==> config.mk <==
export PLATFORM = sky130hd
export DESIGN_NAME = ir_rc5_rx
export DESIGN_NICKNAME = d
export VERILOG_FILES = /design/src/rtl/ir_rc5_pkg.sv /design/src/rtl/ir_level_sync.sv /design/src/rtl/ir_interval_timer.sv /design/src/rtl/ir_halfbit_quant.sv /design/src/rtl/ir_frame_fsm.sv /design/src/rtl/ir_rc5_rx.sv
export SDC_FILE = /design/constraint.sdc
export NUM_CORES = 1
export LEC_CHECK = 0
export BUFFER_PORTS_ARGS = -buffer_cell sky130_fd_sc_hd__buf_2
export CORE_MARGIN = 5
export CORE_UTILIZATION = 55
export DETAILED_ROUTE_END_ITERATION = 8
export GPL_ROUTABILITY_DRIVEN = 0
export GPL_TIMING_DRIVEN = 0
export HOLD_SLACK_MARGIN = 0.15
export PLACE_DENSITY = 0.87
export SLEW_MARGIN = 10
export SYNTH_ARGS = -nofsm -noshare
export SYNTH_HDL_FRONTEND = slang
export SYNTH_SLANG_ARGS = --single-unit
==> constraint.sdc <==
create_clock -name clk_i -period 4.25 [get_ports clk_i]
set_clock_uncertainty 0.1 [all_clocks]
set_input_delay 0.6375 -clock clk_i [delete_from_list [all_inputs] [get_ports clk_i]]
set_output_delay 0.6375 -clock clk_i [all_outputs]
set_load 0.01 [all_outputs]
==> src/rtl/ir_rc5_pkg.sv <==
`timescale 1ns/1ps
package ir_rc5_pkg;

    typedef enum logic [2:0] {
        FR_IDLE       = 3'd0,
        FR_LEAD_MARK  = 3'd1,
        FR_LEAD_SPACE = 3'd2,
        FR_DATA       = 3'd3,
        FR_TAIL       = 3'd4
    } frame_state_e;

    // Classification of one finished mark or space interval.
    typedef struct packed {
        logic       half_ok;  // inside the single half-bit window
        logic       run_ok;   // rounds to 1..3 half-bits
        logic [1:0] halves;   // rounded half-bit count (valid when run_ok)
        logic       stale;    // longer than one frame plus half a half-bit
    } span_class_t;

endpackage

==> src/rtl/ir_level_sync.sv <==
`timescale 1ns/1ps
module ir_level_sync #(
    parameter int SYNC_STAGES = 2
) (
    input  logic clk_i,
    input  logic rst_ni,
    input  logic level_i,
    output logic edge_o,
    output logic ended_mark_o
);

    logic [SYNC_STAGES-1:0] chain_q;
    logic                   settled_q;

    always_ff @(posedge clk_i or negedge rst_ni) begin
        if (!rst_ni) begin
            chain_q   <= '0;
            settled_q <= 1'b0;
        end else begin
            chain_q   <= {chain_q[SYNC_STAGES-2:0], level_i};
            settled_q <= chain_q[SYNC_STAGES-1];
        end
    end

    // An interval ends when the synchronised level departs from the held one;
    // the polarity of the finished interval is the held level.
    assign edge_o       = chain_q[SYNC_STAGES-1] ^ settled_q;
    assign ended_mark_o = settled_q;

endmodule

==> src/rtl/ir_interval_timer.sv <==
`timescale 1ns/1ps
module ir_interval_timer #(
    parameter int CNT_W = 10,
    parameter int SAT   = 600
) (
    input  logic             clk_i,
    input  logic             rst_ni,
    input  logic             edge_i,
    output logic [CNT_W-1:0] dur_o
);

    localparam logic [CNT_W-1:0] SAT_V = CNT_W'(SAT);

    logic [CNT_W-1:0] count_q;

    // Starts saturated so the first interval after reset is treated as stale.
    always_ff @(posedge clk_i or negedge rst_ni) begin
        if (!rst_ni) begin
            count_q <= SAT_V;
        end else if (edge_i) begin
            count_q <= CNT_W'(1);
        end else if (count_q != SAT_V) begin
            count_q <= count_q + CNT_W'(1);
        end
    end

    assign dur_o = count_q;

    a_r9_counter_holds_at_limit: assert property (@(posedge clk_i) disable iff (!rst_ni)
        (dur_o == SAT_V && !edge_i) |=> dur_o == SAT_V)
        else $error("R9: duration counter left saturation");

    a_r9_counter_restarts: assert property (@(posedge clk_i) disable iff (!rst_ni)
        edge_i |=> dur_o == CNT_W'(1))
        else $error("R9: duration counter did not restart");

    a_r9_counter_bounded: assert property (@(posedge clk_i) disable iff (!rst_ni)
        dur_o <= SAT_V)
        else $error("R9: duration counter beyond limit");

endmodule

==> src/rtl/ir_halfbit_quant.sv <==
`timescale 1ns/1ps
module ir_halfbit_quant
    import ir_rc5_pkg::*;
#(
    parameter int HALF_CYC  = 16,
    parameter int CNT_W     = 10,
    parameter int STALE_LIM = 456,
    parameter int MAX_RUN   = 3
) (
    input  logic [CNT_W-1:0] dur_i,
    output span_class_t      span_o
);

    localparam int HH = HALF_CYC / 2;
    localparam logic [CNT_W-1:0] WIN_LO  = CNT_W'(HH);
    localparam logic [CNT_W-1:0] WIN_HI  = CNT_W'(HALF_CYC + HH);
    localparam logic [CNT_W-1:0] STALE_V = CNT_W'(STALE_LIM);

    // at_least[k-1]: the interval rounds to k or more half-bits
    logic [MAX_RUN:0] at_least;

    for (genvar k = 1; k <= MAX_RUN + 1; k++) begin : g_thresh
        localparam logic [CNT_W-1:0] EDGE_V = CNT_W'(k * HALF_CYC - HH);
        assign at_least[k-1] = (dur_i >= EDGE_V);
    end

    always_comb begin
        logic [1:0] tally;
        tally = 2'd0;
        for (int k = 0; k < MAX_RUN; k++) begin
            if (at_least[k]) tally = tally + 2'd1;
        end
        span_o.half_ok = (dur_i >= WIN_LO) && (dur_i < WIN_HI);
        span_o.run_ok  = at_least[0] && !at_least[MAX_RUN];
        span_o.halves  = tally;
        span_o.stale   = (dur_i > STALE_V);
    end

endmodule

==> src/rtl/ir_frame_fsm.sv <==
`timescale 1ns/1ps
module ir_frame_fsm
    import ir_rc5_pkg::*;
#(
    parameter int FRAME_BITS = 14,
    parameter int ADDR_BITS  = 8,
    parameter int CODE_W     = 16
) (
    input  logic              clk_i,
    input  logic              rst_ni,
    input  logic              enable_i,
    input  logic              ev_i,
    input  logic              ev_mark_i,
    input  span_class_t       span_i,
    output logic              valid_o,
    output logic              err_o,
    output logic [CODE_W-1:0] code_o
);

    localparam int SLOTS     = 2 * FRAME_BITS;
    localparam int POS_W     = $clog2(SLOTS + 1);
    localparam int IDX_W     = POS_W - 1;
    localparam int CMD_BITS  = FRAME_BITS - ADDR_BITS;
    localparam int CMD_FIELD = CODE_W - ADDR_BITS;

    frame_state_e            state_q, state_d, cur_s;
    logic [POS_W-1:0]        pos_q, pos_d, odd_slot;
    logic [FRAME_BITS-1:0]   bits_q, bits_d;
    logic [IDX_W-1:0]        bit_idx;
    logic                    done_s, fault_s, clash_s, odd_hit_s;
    logic [CODE_W-1:0]       code_d;
    logic [CMD_BITS-1:0]     cmd_bits;

    // Which odd half-slot (first half of a bit) this interval covers, if any.
    assign clash_s   = (pos_q[0] && span_i.halves >= 2'd2) || (span_i.halves == 2'd3);
    assign odd_hit_s = pos_q[0] || (span_i.halves == 2'd2);
    assign odd_slot  = pos_q[0] ? pos_q : pos_q + POS_W'(1);
    assign bit_idx   = odd_slot[POS_W-1:1];

    always_comb begin
        state_d = state_q;
        pos_d   = pos_q;
        bits_d  = bits_q;
        done_s  = 1'b0;
        fault_s = 1'b0;
        cur_s   = span_i.stale ? FR_IDLE : state_q;
        if (!enable_i) begin
            state_d = FR_IDLE;
        end else if (ev_i) begin
            state_d = cur_s;
            unique case (cur_s)
                FR_IDLE: begin
                    if (!ev_mark_i) begin
                        state_d = FR_LEAD_MARK;
                        pos_d   = '0;
                        bits_d  = '0;
                    end
                end
                FR_LEAD_MARK: begin
                    if (ev_mark_i && span_i.half_ok) state_d = FR_LEAD_SPACE;
                    else                             fault_s = 1'b1;
                end
                FR_LEAD_SPACE: begin
                    if (!ev_mark_i && span_i.half_ok) begin
                        state_d = FR_DATA;
                        pos_d   = '0;
                    end else begin
                        fault_s = 1'b1;
                    end
                end
                FR_DATA: begin
                    if (!span_i.run_ok || clash_s) begin
                        fault_s = 1'b1;
                    end else begin
                        pos_d = pos_q + POS_W'(span_i.halves);
                        if (odd_hit_s) begin
                            bits_d[bit_idx] = ~ev_mark_i;
                            if (bit_idx == IDX_W'(FRAME_BITS - 1)) begin
                                done_s  = 1'b1;
                                state_d = FR_TAIL;
                            end
                        end
                    end
                end
                FR_TAIL: begin
                    if (ev_mark_i) state_d = FR_IDLE;
                    else           fault_s = 1'b1;
                end
                default: state_d = FR_IDLE;
            endcase
            if (fault_s) state_d = FR_IDLE;
        end
    end

    assign cmd_bits = bits_d[FRAME_BITS-1:ADDR_BITS];
    assign code_d   = {bits_d[ADDR_BITS-1:0], CMD_FIELD'(cmd_bits)};

    // State register process
    always_ff @(posedge clk_i or negedge rst_ni) begin
        if (!rst_ni) begin
            state_q <= FR_IDLE;
            pos_q   <= '0;
            bits_q  <= '0;
        end else begin
            state_q <= state_d;
            pos_q   <= pos_d;
            bits_q  <= bits_d;
        end
    end

    // Output process
    always_ff @(posedge clk_i or negedge rst_ni) begin
        if (!rst_ni) begin
            valid_o <= 1'b0;
            err_o   <= 1'b0;
            code_o  <= '0;
        end else begin
            valid_o <= done_s;
            err_o   <= fault_s;
            if (done_s) code_o <= code_d;
        end
    end

    a_r11_strobes_exclusive: assert property (@(posedge clk_i) disable iff (!rst_ni)
        !(valid_o && err_o))
        else $error("R11: valid and error together");

    a_r7_valid_single_cycle: assert property (@(posedge clk_i) disable iff (!rst_ni)
        valid_o |=> !valid_o)
        else $error("R7: valid longer than one cycle");

    a_r11_err_single_cycle: assert property (@(posedge clk_i) disable iff (!rst_ni)
        err_o |=> !err_o)
        else $error("R11: error longer than one cycle");

    a_r10_disable_silences: assert property (@(posedge clk_i) disable iff (!rst_ni)
        !enable_i |=> (!valid_o && !err_o && state_q == FR_IDLE))
        else $error("R10: activity while disabled");

    a_r7_code_held: assert property (@(posedge clk_i) disable iff (!rst_ni)
        !valid_o |-> $stable(code_o))
        else $error("R7: scancode changed without valid");

    a_r8_valid_enters_tail: assert property (@(posedge clk_i) disable iff (!rst_ni)
        valid_o |-> state_q == FR_TAIL)
        else $error("R8: completion did not enter TAIL");

    a_r3_err_returns_idle: assert property (@(posedge clk_i) disable iff (!rst_ni)
        err_o |-> state_q == FR_IDLE)
        else $error("R3: fault did not return to IDLE");

    a_r5_slot_bounded: assert property (@(posedge clk_i) disable iff (!rst_ni)
        state_q == FR_DATA |-> pos_q < POS_W'(SLOTS))
        else $error("R5: half-slot position past frame end");

endmodule

==> src/rtl/ir_rc5_rx.sv <==
`timescale 1ns/1ps
module ir_rc5_rx
    import ir_rc5_pkg::*;
#(
    parameter int HALF_CYC    = 177778,
    parameter int FRAME_BITS  = 14,
    parameter int ADDR_BITS   = 8,
    parameter int CODE_W      = 16,
    parameter int SYNC_STAGES = 2
) (
    input  logic              clk_i,
    input  logic              rst_ni,
    input  logic              enable_i,
    input  logic              ir_level_i,
    output logic              frame_valid_o,
    output logic              frame_err_o,
    output logic [CODE_W-1:0] scancode_o
);

    localparam int STALE_LIM = 2 * FRAME_BITS * HALF_CYC + HALF_CYC / 2;
    localparam int SAT       = STALE_LIM + 1;
    localparam int CNT_W     = $clog2(SAT + 1);

    logic             edge_s;
    logic             ended_mark_s;
    logic [CNT_W-1:0] dur_s;
    span_class_t      span_s;

    ir_level_sync #(
        .SYNC_STAGES (SYNC_STAGES)
    ) u_sync (
        .clk_i        (clk_i),
        .rst_ni       (rst_ni),
        .level_i      (ir_level_i),
        .edge_o       (edge_s),
        .ended_mark_o (ended_mark_s)
    );

    ir_interval_timer #(
        .CNT_W (CNT_W),
        .SAT   (SAT)
    ) u_timer (
        .clk_i  (clk_i),
        .rst_ni (rst_ni),
        .edge_i (edge_s),
        .dur_o  (dur_s)
    );

    ir_halfbit_quant #(
        .HALF_CYC  (HALF_CYC),
        .CNT_W     (CNT_W),
        .STALE_LIM (STALE_LIM),
        .MAX_RUN   (3)
    ) u_quant (
        .dur_i  (dur_s),
        .span_o (span_s)
    );

    ir_frame_fsm #(
        .FRAME_BITS (FRAME_BITS),
        .ADDR_BITS  (ADDR_BITS),
        .CODE_W     (CODE_W)
    ) u_fsm (
        .clk_i     (clk_i),
        .rst_ni    (rst_ni),
        .enable_i  (enable_i),
        .ev_i      (edge_s),
        .ev_mark_i (ended_mark_s),
        .span_i    (span_s),
        .valid_o   (frame_valid_o),
        .err_o     (frame_err_o),
        .code_o    (scancode_o)
    );

endmodule

# After elaboration in Yosys (flattened, before gate mapping)
# Cells that the tools add are included.
# word_totals
ff_bits	64
out_inout_bits	18
# classes
addsub	5
eq_ne	12
muxes	46
reduce_logical	16
bitwise	2
order_cmp	9
# ops
op	n
14-bit two-way mux	5
23-bit by 19-bit greater-or-equal comparator with 1-bit output (second input constant)	2
23-bit two-way mux	2
3-bit two-way mux	11
14-bit case mux with 2 select lines	1
23-bit by 1-bit adder with 23-bit output (second input constant)	1
23-bit by 17-bit greater-or-equal comparator with 1-bit output (second input constant)	1
23-bit by 20-bit greater-or-equal comparator with 1-bit output (second input constant)	1
23-bit > comparator (second input constant)	1
23-bit by 19-bit less-than comparator with 1-bit output (second input constant)	1
23-bit != test (second input constant)	1
5-bit two-way mux	4
1-bit two-way mux	16
3-bit case mux with 5 select lines	1
5-bit case mux with 3 select lines	1
14-bit bitwise mux	1
3-bit by 2-bit equality test with 1-bit output (second input constant)	2
1-bit logical AND	6
6-bit AND reduction	1
5-bit by 1-bit adder with 5-bit output (second input constant)	1
5-bit by 2-bit adder with 5-bit output	1
4-bit by 5-bit less-than comparator with 1-bit output (second input constant)	1
1-bit demux with 4-bit select	1
2-bit equality test (second input constant)	2
18 further kinds	25

# Depth between registers and ports, before layout
# Gate-level depths: netlist (run 1).
# logic_depth
depth_word	17
ltp_mapped	18

# Cells and area by module
# A second synthesis (run 1) with hierarchy kept.
# hier_totals
hier_cells	425
hier_area_um2	3961.3
# modules_own_cells
mod	n_inst	seq_area_each_um2	area_each_um2	cells_each
ir_frame_fsm	1	925.9	2219.6	234
ir_interval_timer	1	591.8	1208.7	117
ir_halfbit_quant	1	0.0	449.2	70
ir_level_sync	1	75.1	83.8	4

# Worst setup path before layout (run 1)
# No wires, ideal clock.
# synth_path
path_kind	register to register
from	register u_timer.count_q[19] (netlist: u_timer.dur_o[19])
to	register u_fsm.code_o[5]
stages_incl_launch_ff	16
n_path_buf	2
arrival_ns	3.905
period_less_slack_ns	4.133
slack_ns	0.117
path_cell_list	dfstp_2 or4_1 clkbuf_1 a2111oi_1 o41ai_2 nor2_2 fa_1 nor2b_1 a2111o_1 a41oi_1 o2111ai_1 mux2i_4 nand3_2 nor2_4 buf_6 mux2_1
# synth_via
elab_chain_cells	14
elab_cells_between_ends	33
classes_between	2 x add/sub; 6 x order compare; 3 x eq/ne; 14 x mux; 8 x reduce/logical
# synth_lines
item	line_no	source
start, declared	ir_interval_timer.sv:14	logic [CNT_W-1:0] count_q;
start signal, assigned	ir_interval_timer.sv:23	count_q <= count_q + CNT_W'(1);
23-bit by 17-bit greater-or-equal comparator with 1-bit output	ir_halfbit_quant.sv:24	assign at_least[k-1] = (dur_i >= EDGE_V);
1-bit two-way mux	ir_halfbit_quant.sv:31	if (at_least[k]) tally = tally + 2'd1;
1-bit by 1-bit adder with 2-bit output	ir_halfbit_quant.sv:31	
2-bit two-way mux	ir_halfbit_quant.sv:31	
2-bit by 1-bit adder with 2-bit output	ir_halfbit_quant.sv:31	
2-bit two-way mux	ir_halfbit_quant.sv:31	
2-bit greater-or-equal comparator	ir_frame_fsm.sv:35	assign clash_s = (pos_q[0] && span_i.halves >= 2'd2) || (span_i.halves == 2'd3);
1-bit logical AND	ir_frame_fsm.sv:35	
1-bit logical OR	ir_frame_fsm.sv:35	
1-bit logical OR	ir_frame_fsm.sv:72	if (!span_i.run_ok || clash_s) begin
1-bit two-way mux	ir_frame_fsm.sv:72	
1-bit two-way mux *	ir_frame_fsm.sv:51	unique case (cur_s)
1-bit two-way mux *	ir_frame_fsm.sv:49	end else if (ev_i) begin
1-bit two-way mux *	ir_frame_fsm.sv:47	if (!enable_i) begin
net u_fsm.done_s	ir_frame_fsm.sv:30	logic done_s, fault_s, clash_s, odd_hit_s;
end signal, assigned	ir_frame_fsm.sv:120	if (done_s) code_o <= code_d;
end, declared	ir_frame_fsm.sv:17	output logic [CODE_W-1:0] code_o
# The timed path passes the listed nets; every way through them passes the cells marked *.
# A chain may end at the register's enable or synchronous reset.

# Worst setup path in the final report (run 1)
# layout_path
from	register u_timer.count_q[9] (netlist: u_timer.dur_o[9])
to	register u_fsm.code_o[8]
# layout_via
elab_chain_cells	14
elab_cells_between_ends	33
classes_between	2 x add/sub; 6 x order compare; 3 x eq/ne; 14 x mux; 8 x reduce/logical
# layout_lines
item	line_no
23-bit by 17-bit greater-or-equal comparator with 1-bit output	ir_halfbit_quant.sv:24
1-bit two-way mux	ir_halfbit_quant.sv:31
1-bit by 1-bit adder with 2-bit output	ir_halfbit_quant.sv:31
2-bit two-way mux	ir_halfbit_quant.sv:31
2-bit by 1-bit adder with 2-bit output	ir_halfbit_quant.sv:31
2-bit two-way mux	ir_halfbit_quant.sv:31
2-bit greater-or-equal comparator	ir_frame_fsm.sv:35
1-bit logical AND	ir_frame_fsm.sv:35
1-bit logical OR	ir_frame_fsm.sv:35
1-bit logical OR	ir_frame_fsm.sv:72
14-bit two-way mux / 1-bit two-way mux (equally long branches)	ir_frame_fsm.sv:72
14-bit case mux with 2 select lines / 1-bit two-way mux (equally long branches)	ir_frame_fsm.sv:51
14-bit two-way mux / 1-bit two-way mux (equally long branches)	ir_frame_fsm.sv:49
14-bit two-way mux / 1-bit two-way mux (equally long branches)	ir_frame_fsm.sv:47
# Parallel ways exist; a longest one is shown, timed or not.

==> results of run 1 <==
==> cell type report <==
type,count,share of cell area [%]
repair buffers,27,3.999
multi-input cells,323,49.60
well taps,96,2.629
inverters,14,1.150
clock buffers,10,3.013
plain buffers,28,3.259
clock inverters,6,1.479
flip-flops and latches,63,34.87
==> metal layers <==
layer / wire (µm) / vias up / global-route usage [%] / part of all wire, %
met1: 4093 / 1787 / 30.19 / 41
met4: 264 / 0 / 9.146 / 2.6
li1: - / 1633 / - / -
met3: 844 / 39 / 5.259 / 8.4
met5: 0 / - / 0 / 0
met2: 4882 / 217 / 36.05 / 48
==> metrics by stage <==
| step | area (µm²) | power, µW | setup slack, ns |
|---|---|---|---|
| floorplan | 3924 | 694.5 | 0.1172 |
| global placement | 4139 | 724.7 | -0.3171 |
| detailed placement | 4141 | 730.2 | -0.4871 |
| CTS | 4392 | 1267 | 0.02496 |
| global route | 4568 | 1321 | -0.04868 |
| finish | 4568 | 1269 | 0.05379 |
==> cells by family after synthesis <==
group	after synthesis
AND/OR/NAND/NOR	173
AO/OA/AOI/OAI	106
flip-flops	63
buffers and inverters	46
XOR/XNOR	17
multiplexers	16
adder cells (fa/ha/maj)	9
other	1
==> sequential cells by signal (all words and copies together), names as in the netlist <==
signal	count
u_sync.chain_q	2
u_fsm.state_q	3
u_fsm.code_o	14
u_fsm.valid_o	1
u_timer.dur_o	23
u_fsm.err_o	1
u_fsm.pos_q	5
u_fsm.bits_q	13
u_sync.ended_mark_o	1
==> critical path, cell delays in order (launching register included) <==
cell and delay [ns]:
dfstp_2 0.37, buf_6 0.13, or4_4 0.55, o31ai_4 0.33, a31oi_1 0.15, or2_4 0.28, a21oi_4 0.13, fa_2 0.20
nor2b_1 0.05, a2111o_1 0.30, a41oi_2 0.26, o2111ai_2 0.18, mux2i_4 0.21, nand3_2 0.12, nor2_4 0.23, clkbuf_16 0.19
mux2_1 0.32
==> cells in the final DEF, fill, tap and decap left out, types with 5 or more instances in the layout <==
cell,instances
a21oi_1,19
and3_1,6
buf_2,19
buf_4,9
clkbuf_1,14
clkbuf_8,10
dfrtp_1,50
dfstp_2,13
ha_1,7
inv_1,14
mux2_1,5
mux2_2,5
nand2_1,41
nand3_1,19
nand4_1,8
nor2_1,40
nor3_1,10
o211ai_1,8
o21ai_0,23
o31ai_1,8
or3_1,7
xor2_1,13
==> where the power goes <==
group,internal [µW],switching [µW]
clock network,288,248
logic,37.2,72.3
registers,612,11.6
==> worst paths after layout <==
check | cells past startpoint | end | slack [ns]
max in group asynchronous | 1 | u_timer.dur_o[2] | 3.25
min reg2reg | 0 | u_sync.chain_q[1] | 0.25
min in group clk_i | 0 | u_sync.chain_q[1] | 0.25
max reg2reg | 16 | u_fsm.code_o[8] | 0.05
min | 1 | u_timer.dur_o[6] | 0.25
max | 16 | u_fsm.code_o[8] | 0.05
==> timing repair <==
action | 4_1_cts | 5_1_grt
setup endpoints to repair | 36 | 31
pin swaps | 2 | 15
cloned | 0 | 1
buffers inserted | 3 | 4
resized for setup | 4 | 40
==> run metrics, run 1 <==
pwr dens 277.8 mW/mm²; crit path launch u_timer.dur_o[9]; run status completed; clock buffer depth 2; H-tree depth 3; Worst EP required 4.39 ns; final hold violations 0; drt total wl between 10000 and 15000 µm; fin crit period 4.196 ns; Tcrit/Tclk final slightly below 100%; Hold-fix buffers, CTS 0; number of iterations in the first detailed-routing pass 5; post-synthesis adder-cell area fraction about 3.3%; Area Overhead vs Synth 16.53%; final setup fails 0; CTS buffer count 9; Core Footprint 0.006869 mm²; initial antenna violation count 0; Slew HR 45.03%; post-synthesis mux area share around 4.9%; ys flop type dfrtp_1; Worst-Skew Late Latency approximately 0.35 ns; Synth Instances 431; FF-to-FF Start u_timer.dur_o[9]; largest net degree at the start of global routing 64; GRT Resource Usage Total ~23%; Simple-Gate Fraction of Synth Area 23.08%; Yosys warnings 0; multi-input logic area 0.002266 mm²; Cell Count Post-Placement 547; Synth top area share 31.92%; Post-synth EDFFs 0; global route total overflow 0; via count between 3k and 4k; clock-pin slew on the worst setup and hold paths 0.08 ns; Final Net Count 479; vias in the first global route 3380; Synth Area in Compound Gates 19.25%; XOR/XNOR share of the synthesized area 3.798%; peak supply drop 0.1978 mV; CTS root buf clkbuf_8; Leak 0.001951 µW; largest cells by area after synthesis dfrtp_1 (32%), dfstp_2 (8.7%), nand2_1 (3.9%); mean routed wirelength per cell 17.78 µm; die area a little under 0.009 mm²; main combinational cell family by area after synthesis simple AND/OR/NAND/NOR gates; I/O Pins 22; fillcell total about 520; fmax 0.2383 GHz; ys async rst share 100.0%; Crit. End Element flop; Post-Layout Cell Count 567; global-route wire length before repair 16090 µm; TNS Setup 0 ns; Die Ht roughly 94 µm; Routed Antenna Nets 0; dpl hpwl about 6600 µm; critical path peak fanout 9; CTS tree built; FF+latch area 0.001593 mm²; vias per std cell 6.483; Yosys reg bits 63; final core occ 66.50%; crit path DAT 4.33 ns; layout cells sized above 1 23.57%; mapped cell area 0.003920 mm²; Worst Max-Slew Pin Slew slightly above 0.8 ns; # Max-Cap Violations 0; hold_ws 0.2516 ns; CP Launch Type flop; DRC Markers 0; initial core utilization 57.07%; most common cell in the netlist dfrtp_1; antenna cell count 0; max-slew violations 0; post-synth cell types between 70 and 80; initial DRC count 508; Cell Rows 30; CTS sink count 63; Post-Syn Area per Cell 9.095 µm²; Seq/Total Area, Yosys 40.63%; chip width 94.43 µm; hold crit path type primary input to asynchronous set/reset pin; WS Path Type flop to flop; Synth top cells by count dfrtp_1 (50), nand2_1 (41), nor2_1 (40); Port Buf Inserts 19; largest area contributor in the netlist dfrtp_1
Note: power is estimated with default switching activity, not from simulation.
==> inputs of run 2 (changes only) <==
--- a/config.mk
+++ b/config.mk
@@ -14,3 +14,3 @@
 export HOLD_SLACK_MARGIN = 0.15
-export PLACE_DENSITY = 0.87
+export PLACE_DENSITY = 0.76
 export SLEW_MARGIN = 10
--- a/constraint.sdc
+++ b/constraint.sdc
@@ -4,2 +4,2 @@
 set_output_delay 0.6375 -clock clk_i [all_outputs]
-set_load 0.01 [all_outputs]
+set_load 0.1 [all_outputs]
==> run 2 against run 1 <==
  * First-iteration DRC count shrank 45%
  * Flip-flop and latch count is the same
  * Sequential power is essentially flat
  * Global-route usage shrank 0.30 points
  * Non-clock buffer count grew 3
  * Highest routed layer unchanged
  * Sequential share of layout area grew 0.34 points
  * Clock power is essentially flat
  * Largest power group unchanged
  * Clock-buffer cell count shrank 1
==> run metrics, run 2 (same netlist as run 1, synthesis figures left out) <==
Tcrit/Tclk final 96.18% (was 98.73%); H-tree depth 3 (unchanged); mean routed wirelength per cell 16.58 µm (was 17.78 µm); number of flip-flops under the largest register name 23 (unchanged); fmax 0.2446 GHz (was 0.2383 GHz); worst-path cell chain buf_6, or4_4, o31ai_4, a31oi_1, or2_4, a21oi_4, fa_2, nor2b_1, a2111o_1, a41oi_2, o2111ai_2, mux2i_4, nand3_2, nor2_4, buf_4, mux2_2 (was buf_6, or4_4, o31ai_4, a31oi_1, or2_4, a21oi_4, fa_2, nor2b_1, a2111o_1, a41oi_2, o2111ai_2, mux2i_4, nand3_2, nor2_4, clkbuf_16, mux2_1); Die Ht 94.43 µm (unchanged); commonest cells after routing, fill and taps aside dfrtp_1 (49), nand2_1 (41), nor2_1 (40) (was dfrtp_1 (50), nand2_1 (41), nor2_1 (40)); Cell Rows 30 (unchanged); TNS Setup 0 ns (unchanged); initial DRC count 278 (was 508); via count 3506 (was 3676); final hold violations 0 (unchanged); number of iterations in the first detailed-routing pass 5 (unchanged); WS Path Type flop to flop (unchanged); Worst-Skew Late Latency 0.36 ns (was 0.35 ns); crit path DAT 4.23 ns (was 4.33 ns); max-slew violations 0 (unchanged); peak supply drop 0.2130 mV (was 0.1978 mV); Core Footprint 0.006869 mm² (unchanged); # Max-Cap Violations 0 (unchanged); initial core utilization 57.07% (unchanged); final setup fails 0 (unchanged); clock-pin slew on the worst setup and hold paths 0.08 ns (about the same); pwr dens 280.1 mW/mm² (was 277.8 mW/mm²); CTS tree built (unchanged); final core occ 65.92% (was 66.50%); Worst Path Buf+Inv 2 (unchanged); Routed Antenna Nets 0 (unchanged); vias per std cell 6.151 (was 6.483); GRT Resource Usage Total 22.45% (was 22.76%); Crit. End Element flop (unchanged); I/O Pins 22 (unchanged); run status completed (unchanged); die area 0.008916 mm² (unchanged); cell family with the largest share of critical-path delay compound AO/OA/AOI/OAI gates (unchanged); hold crit path type primary input to asynchronous set/reset pin (unchanged); antenna cell count 0 (unchanged); Area Overhead vs Synth 15.51% (was 16.53%); dpl hpwl 6461 µm (was 6565 µm); Worst EP required 4.39 ns (about the same); critical path peak fanout 9 (unchanged); Worst Max-Slew Pin Slew 0.9018 ns (was 0.8196 ns); CTS root buf clkbuf_8 (unchanged); layout cells sized above 1 23.63% (was 23.57%); initial antenna violation count 0 (unchanged); CTS buffer count 9 (unchanged); largest net degree at the start of global routing 64 (unchanged); Port Buf Inserts 19 (unchanged); Crit path largest cell delay 0.54 ns (was 0.55 ns); global route total overflow 0 (unchanged); unrepaired setup endpoints after global routing no; fin crit period 4.088 ns (was 4.196 ns); global-route wire length before repair 15910 µm (was 16090 µm); Slew HR 39.52% (was 45.03%); DRC Markers 0 (unchanged); most flop-heavy register u_timer.dur_o (unchanged); Final Net Count 482 (was 479); clock buffer depth 2 (unchanged); slowest stage cell, crit path or4_4 (unchanged); CTS sink count 63 (unchanged); drt total wl 9448 µm (was 10080 µm); CP Launch Type flop (unchanged); chip width 94.43 µm (unchanged); vias in the first global route 3250 (was 3380); Leak 0.001924 µW (was 0.001951 µW); commonest non-fill, non-tap cell in the layout dfrtp_1 (unchanged); top flop regs u_timer.dur_o: 23 flops, u_fsm.code_o: 14 flops, u_fsm.bits_q: 13 flops (unchanged)
==> run 2: stage by stage <==
stage               worst slack [ns]  instance area [µm²]  total power [µW]  hold WS, ns  cells
floorplan                     0.1165                 3924             703.9       0.2312    432
global placement             -0.3873                 4139             736.5       0.2466    547
detailed placement           -0.4410                 4141             738.8       0.2497    547
CTS                          0.02185                 4418              1277       0.2657    567
global route                0.005455                 4528              1325       0.2824    570
finish                        0.1624                 4528              1268       0.2582    570
==> run 2: metal layers <==
layer,wire length (µm),global-route usage (%)
met4,158,7.581
met5,0,0
met1,4349,31.93
met2,4382,33.92
met3,557,4.940
==> run 2: timing repair <==
action / in CTS / in global routing
pin swaps: 2 / 9
resized for setup: 7 / 34
hold buffers: 0 / 0
setup endpoints to repair: 36 / 35
endpoints found under the hold margin: 0 / 0
gates cloned: 0 / 1
buffers inserted: 4 / 5
==> run 2: layout make-up <==
class                      count  area [µm²]
clock buffer                   9       123.9
inverter                      14       52.55
tap                           96       120.1
multi-input combinational    323        2235
sequential                    63        1594
timing repair buffer          29       176.4
clock inverter                 7       80.08
fill                         572        2341
buffer                        29       146.4
==> run 2: worst paths after layout <==
| path | from | end | slack [ns] | depth (start not counted) |
|---|---|---|---|---|
| setup / recovery | u_timer.dur_o[9] | u_fsm.code_o[0] | 0.16 | 16 |
| hold / removal | rst_ni | u_timer.dur_o[15] | 0.26 | 1 |
| setup reg to reg | u_timer.dur_o[9] | u_fsm.code_o[0] | 0.16 | 16 |
| hold reg to reg | u_sync.chain_q[0] | u_sync.chain_q[1] | 0.26 | 0 |
| max in group asynchronous | rst_ni | u_timer.dur_o[17] | 3.25 | 1 |
| min in group clk_i | u_sync.chain_q[0] | u_sync.chain_q[1] | 0.26 | 0 |
==> run 2: worst reg2reg max path: stages (launching register included) <==
cell and delay [ns]:
dfstp_2 0.37, buf_6 0.12, or4_4 0.54, o31ai_4 0.29, a31oi_1 0.11, or2_4 0.25, a21oi_4 0.12, fa_2 0.19
nor2b_1 0.05, a2111o_1 0.30, a41oi_2 0.29, o2111ai_2 0.19, mux2i_4 0.19, nand3_2 0.13, nor2_4 0.24, buf_4 0.17
mux2_2 0.33
==> run 2: where the power goes <==
part	switching [µW]	internal (µW)
registers	11.0	611
clock network	261	276
logic	77.2	31.6
total	349	919
